==> src/rtl/rng_health_pkg.sv <==
package rng_health_pkg;
  parameter int unsigned SYNC_STAGES_DEF = 2;
  parameter int unsigned NUM_SRC = 2;
  // source index also selects the write-data bit
  parameter int unsigned SRC_CLK = 0;
  parameter int unsigned SRC_SEED = 1;
endpackage

==> src/rtl/rng_health_sync.sv <==
module rng_health_sync #(
  parameter int unsigned STAGES = 2
) (
  input  logic clk_i,
  input  logic rst_ni,
  input  logic d_i,
  output logic q_o
);
  logic [STAGES-1:0] chain_q;

  genvar g;
  generate
    for (g = 0; g < STAGES; g++) begin : g_stage
      always_ff @(posedge clk_i or negedge rst_ni) begin
        if (!rst_ni) chain_q[g] <= 1'b0;
        else if (g == 0) chain_q[g] <= d_i;
        else chain_q[g] <= chain_q[(g == 0) ? 0 : g-1];
      end
    end
  endgenerate

  assign q_o = chain_q[STAGES-1];
endmodule

==> src/rtl/rng_health_flag.sv <==
module rng_health_flag (
  input  logic clk_i,
  input  logic rst_ni,
  input  logic lvl_i,
  input  logic clr_i,
  output logic int_o,
  output logic evt_o
);
  logic prev_q;
  logic int_q;

  assign evt_o = lvl_i & ~prev_q;

  always_ff @(posedge clk_i or negedge rst_ni) begin
    if (!rst_ni) begin
      prev_q <= 1'b0;
      int_q  <= 1'b0;
    end else begin
      prev_q <= lvl_i;
      if (evt_o) int_q <= 1'b1;       // new event beats clear
      else if (clr_i) int_q <= 1'b0;
    end
  end

  assign int_o = int_q;
endmodule

==> src/rtl/rng_health_flags.sv <==
module rng_health_flags
  import rng_health_pkg::*;
#(
  parameter int unsigned SYNC_STAGES = SYNC_STAGES_DEF
) (
  input  logic       clk_i,
  input  logic       rst_ni,
  input  logic       clk_err_i,
  input  logic       seed_err_i,
  input  logic       init_busy_i,
  input  logic       irq_en_i,
  input  logic       wr_en_i,
  input  logic [1:0] wr_data_i,
  output logic       clk_sts_o,
  output logic       clk_int_o,
  output logic       seed_sts_o,
  output logic       seed_int_o,
  output logic       gen_halt_o,
  output logic       flush_o,
  output logic       init_restart_o,
  output logic       irq_o
);
  logic [NUM_SRC-1:0] raw_err, lvl, ints, evts, clrs;

  assign raw_err[SRC_CLK]  = clk_err_i;
  assign raw_err[SRC_SEED] = seed_err_i;

  genvar g;
  generate
    for (g = 0; g < NUM_SRC; g++) begin : g_src
      rng_health_sync #(.STAGES(SYNC_STAGES)) i_sync (
        .clk_i (clk_i),
        .rst_ni(rst_ni),
        .d_i   (raw_err[g]),
        .q_o   (lvl[g])
      );
      assign clrs[g] = wr_en_i & ~wr_data_i[g];
      rng_health_flag i_flag (
        .clk_i (clk_i),
        .rst_ni(rst_ni),
        .lvl_i (lvl[g]),
        .clr_i (clrs[g]),
        .int_o (ints[g]),
        .evt_o (evts[g])
      );
    end
  endgenerate

  logic flush_q, restart_q;
  always_ff @(posedge clk_i or negedge rst_ni) begin
    if (!rst_ni) begin
      flush_q   <= 1'b0;
      restart_q <= 1'b0;
    end else begin
      flush_q   <= evts[SRC_SEED];
      restart_q <= evts[SRC_SEED] & init_busy_i;
    end
  end

  assign clk_sts_o      = lvl[SRC_CLK];
  assign clk_int_o      = ints[SRC_CLK];
  assign seed_sts_o     = lvl[SRC_SEED];
  assign seed_int_o     = ints[SRC_SEED];
  assign gen_halt_o     = ints[SRC_SEED];
  assign flush_o        = flush_q;
  assign init_restart_o = restart_q;
  assign irq_o          = irq_en_i & (|ints);
endmodule

==> config.mk <==
export PLATFORM = sky130hd
export DESIGN_NAME = rng_health_flags
export DESIGN_NICKNAME = d
export VERILOG_FILES = /design/src/rtl/rng_health_pkg.sv /design/src/rtl/rng_health_sync.sv /design/src/rtl/rng_health_flag.sv /design/src/rtl/rng_health_flags.sv
export SDC_FILE = /design/constraint.sdc
export NUM_CORES = 1
export LEC_CHECK = 0
export BUFFER_PORTS_ARGS = -buffer_cell sky130_fd_sc_hd__buf_2
export CAP_MARGIN = 20
export CORE_AREA = 2 2 39 41
export CTS_CLUSTER_SIZE = 24
export DETAILED_ROUTE_END_ITERATION = 10
export DIE_AREA = 0 0 41 43
export HOLD_SLACK_MARGIN = 0.12
export PLACE_DENSITY_LB_ADDON = 0.15
export REMOVE_ABC_BUFFERS = 1
export SYNTH_ARGS = -nofsm -noshare
export SYNTH_HDL_FRONTEND = slang
export SYNTH_SLANG_ARGS = --single-unit
==> constraint.sdc <==
create_clock -name clk_i -period 1 [get_ports clk_i]
set_input_delay 0.3 -clock clk_i [delete_from_list [all_inputs] [get_ports clk_i]]
set_output_delay 0.3 -clock clk_i [all_outputs]
set_load 0.01 [all_outputs]
==> metrics.txt <==
run status=finished, violations left; failing checks=setup timing; fin crit share=124.3%; Worst Hold Class=in -> reg; TritonCTS clock tree=built; post-DR wirelength/cell=9.267 um; CP Max Fanout=2; top achievable clock speed=804.7 MHz; Slew headroom=a little under nine tenths; number of global-route vias before repair=237; row count=14; Cell Area, Placed=between 400 and 500 um^2; top post-synthesis cells by area=dfrtp_1, nor2b_4, nand2b_1, a22o_1, a21o_1; Final Hold Fails=0; hold slack=0.1485 ns; layout cells sized above 1=59.09%; synth warn=0; worst slew pin tran=between 0.2 and 0.25 ns; filler instances=143; Pleak=about 0.27 nW; Syn Std Cell Area=roughly 320 um^2; Synth area leader=dfrtp_1; Syn Area/Cell=16.73 um^2; largest net degree at the start of global routing=11; overflow left after global routing=0; placed wire-length estimate=448.7 um; I/O pin cnt=17; # DRC=0; Syn-to-layout area delta=62.60%; Setup crit start kind=flip-flop; Period minus WS final=1.243 ns; Die Area=1763 um^2; Pwr per Cell Area=1770 nW/um^2; Detailed Route Iter0 Violations=0; Die H=between 40 and 50 um; most frequent cells after synthesis=dfrtp_1, nand2b_1; VDD IR-drop max=0.0007736 V; via/cell ratio=3.867; first-pass GRT wire length=between 800 and 900 um; Final Core Density=37.34%; Arr. time, crit path=0.94 ns; Clock Tree Buf Depth=2; fin area=just over 500 um^2; WL final=556 um; Worst EP required=approximately 0.70 ns; Sink Count=10; Initial Utilization=22.97%; share of the synthesized area in the top cell type=78.74%; Root Buffer=clkbuf_4; Post-synth EDFFs=0; clock-pin slew of the registers on the worst-case setup and hold paths=approximately 0.060 ns; Synth async-reset ratio=100.0%; post-route worst setup slack=-0.2427 ns; CTS H-Tree Depth=1; n_diodes=0; Finish-stage setup viols=8; dpl cells=52; top-count cell post-synth=dfrtp_1; Port Buf Inserts=16; Final GP Congestion=~0.51; antenna violation net count after detailed routing=0; clk_lat worst skew=~0.25 ns; Gate Count Post-Synth=19; DR vias=~230; initial antenna violation count=0; nets=54; Setup Skew=~0.0032 ns; First-pass DRT Iterations=1; sequential share of the synthesized area=78.74%; crit path kind=reg -> out; RSZ-0062 raised after global routing=yes; Core ar.=1384 um^2; Num CTS Buffers=3; critical path endpoint category=output port; total track usage=8.359%; Slew Limit Fails=0; fin cells=60; predominant post-synthesis flop cell=dfrtp_1; Power, Total=0.0009148 W; post-synthesis register bit count=10; max_cap viols=0; Die Width=41 um; post-synth cell types=9
## registers in the layout (all words and copies together) (netlist names)
register / flops
g_src.i_flag.int_o: 2
g_src.i_flag.prev_q: 2
g_src.i_sync.chain_q: 2
g_src.i_sync.q_o: 2
flush_o: 1
init_restart_o: 1
## routing by layer
layer  GRT usage, %  part of all wire [%]
met1          7.770                    35
met2          11.88                    52
met3          4.712                    13
met4          8.000                     0
met5              0                     0
## layout by cell type, fill, tap and decap left out
| cell type | n |
|---|---|
| and2_1 | 1 |
| a22o_1 | 1 |
| a21o_1 | 1 |
| clkbuf_8 | 1 |
| buf_6 | 4 |
| clkbuf_4 | 3 |
| buf_4 | 4 |
| nor2b_4 | 1 |
| nand2b_1 | 2 |
| buf_2 | 13 |
| dfrtp_1 | 10 |
| o21a_1 | 1 |
| dlygate4sd3_1 | 1 |
| inv_1 | 1 |
## what timing repair did
action / CTS / global route
pin swaps: 0 / 0
hold endpoints to repair: 10 / 0
setup buffers: 2 / 1
endpoints found under the setup margin: 8 / 8
hold buffers: 1 / 0
resized for setup: 2 / 2
## area by class of cell
cell class	instances	area (um^2)	area share, %
multi-input cells	7	56.30	10.90
inverters	1	3.754	0.7264
repair buffers	22	150.1	29.06
clock buffers	4	36.28	7.022
well taps	16	20.02	3.874
flip-flops and latches	10	250.2	48.43
## power by group
part | internal (W) | total [W] | switching, W
clock network | 0.000220 | 0.000343 | 0.000123
registers | 0.000430 | 0.000440 | 0.0000107
logic | 0.0000802 | 0.000131 | 0.0000511
total | 0.000730 | 0.000915 | 0.000185
## metrics by stage
stage | setup TNS, ns | setup slack [ns]
floorplan | 0 | 0.03165
global placement | 0 | 0.04457
detailed placement | 0 | 0.02828
CTS | -1.174 | -0.2593
global route | -1.410 | -0.2764
finish | -1.016 | -0.2427
## kinds of logic (layout without fill, tap and decap cells)
| logic type | Yosys count | count (layout) | share of synthesized area [%] |
|---|---|---|---|
| buffers and inverters | 2 | 27 | 3.543 |
| DFF | 10 | 10 | 78.74 |
| and+or+nand+nor | 4 | 4 | 10.24 |
| AOI/OAI and AO/OA | 3 | 3 | 7.483 |
## worst max-delay path, cell delays in order, from the launching register on
cell	delay [ns]
dfrtp_1	0.38
o21a_1	0.18
buf_2	0.13
## worst paths after layout
| kind | start | depth (start not counted) | to | slack [ns] |
|---|---|---|---|---|
| worst max register to register | g_src[1].i_sync.q_o | 4 | g_src[1].i_flag.int_o | 0.02 |
| worst min-delay path | seed_err_i | 1 | g_src[1].i_sync.chain_q[0] | 0.15 |
| max in group asynchronous | rst_ni | 2 | g_src[0].i_flag.int_o | 0.39 |
| worst min register to register | g_src[0].i_sync.chain_q[0] | 0 | g_src[0].i_sync.q_o | 0.35 |
| min in group asynchronous | rst_ni | 2 | g_src[1].i_sync.chain_q[0] | 0.43 |
| worst max-delay path | g_src[0].i_flag.int_o | 2 | irq_o | -0.24 |
No activity file was read; power rests on OpenSTA's default activity.
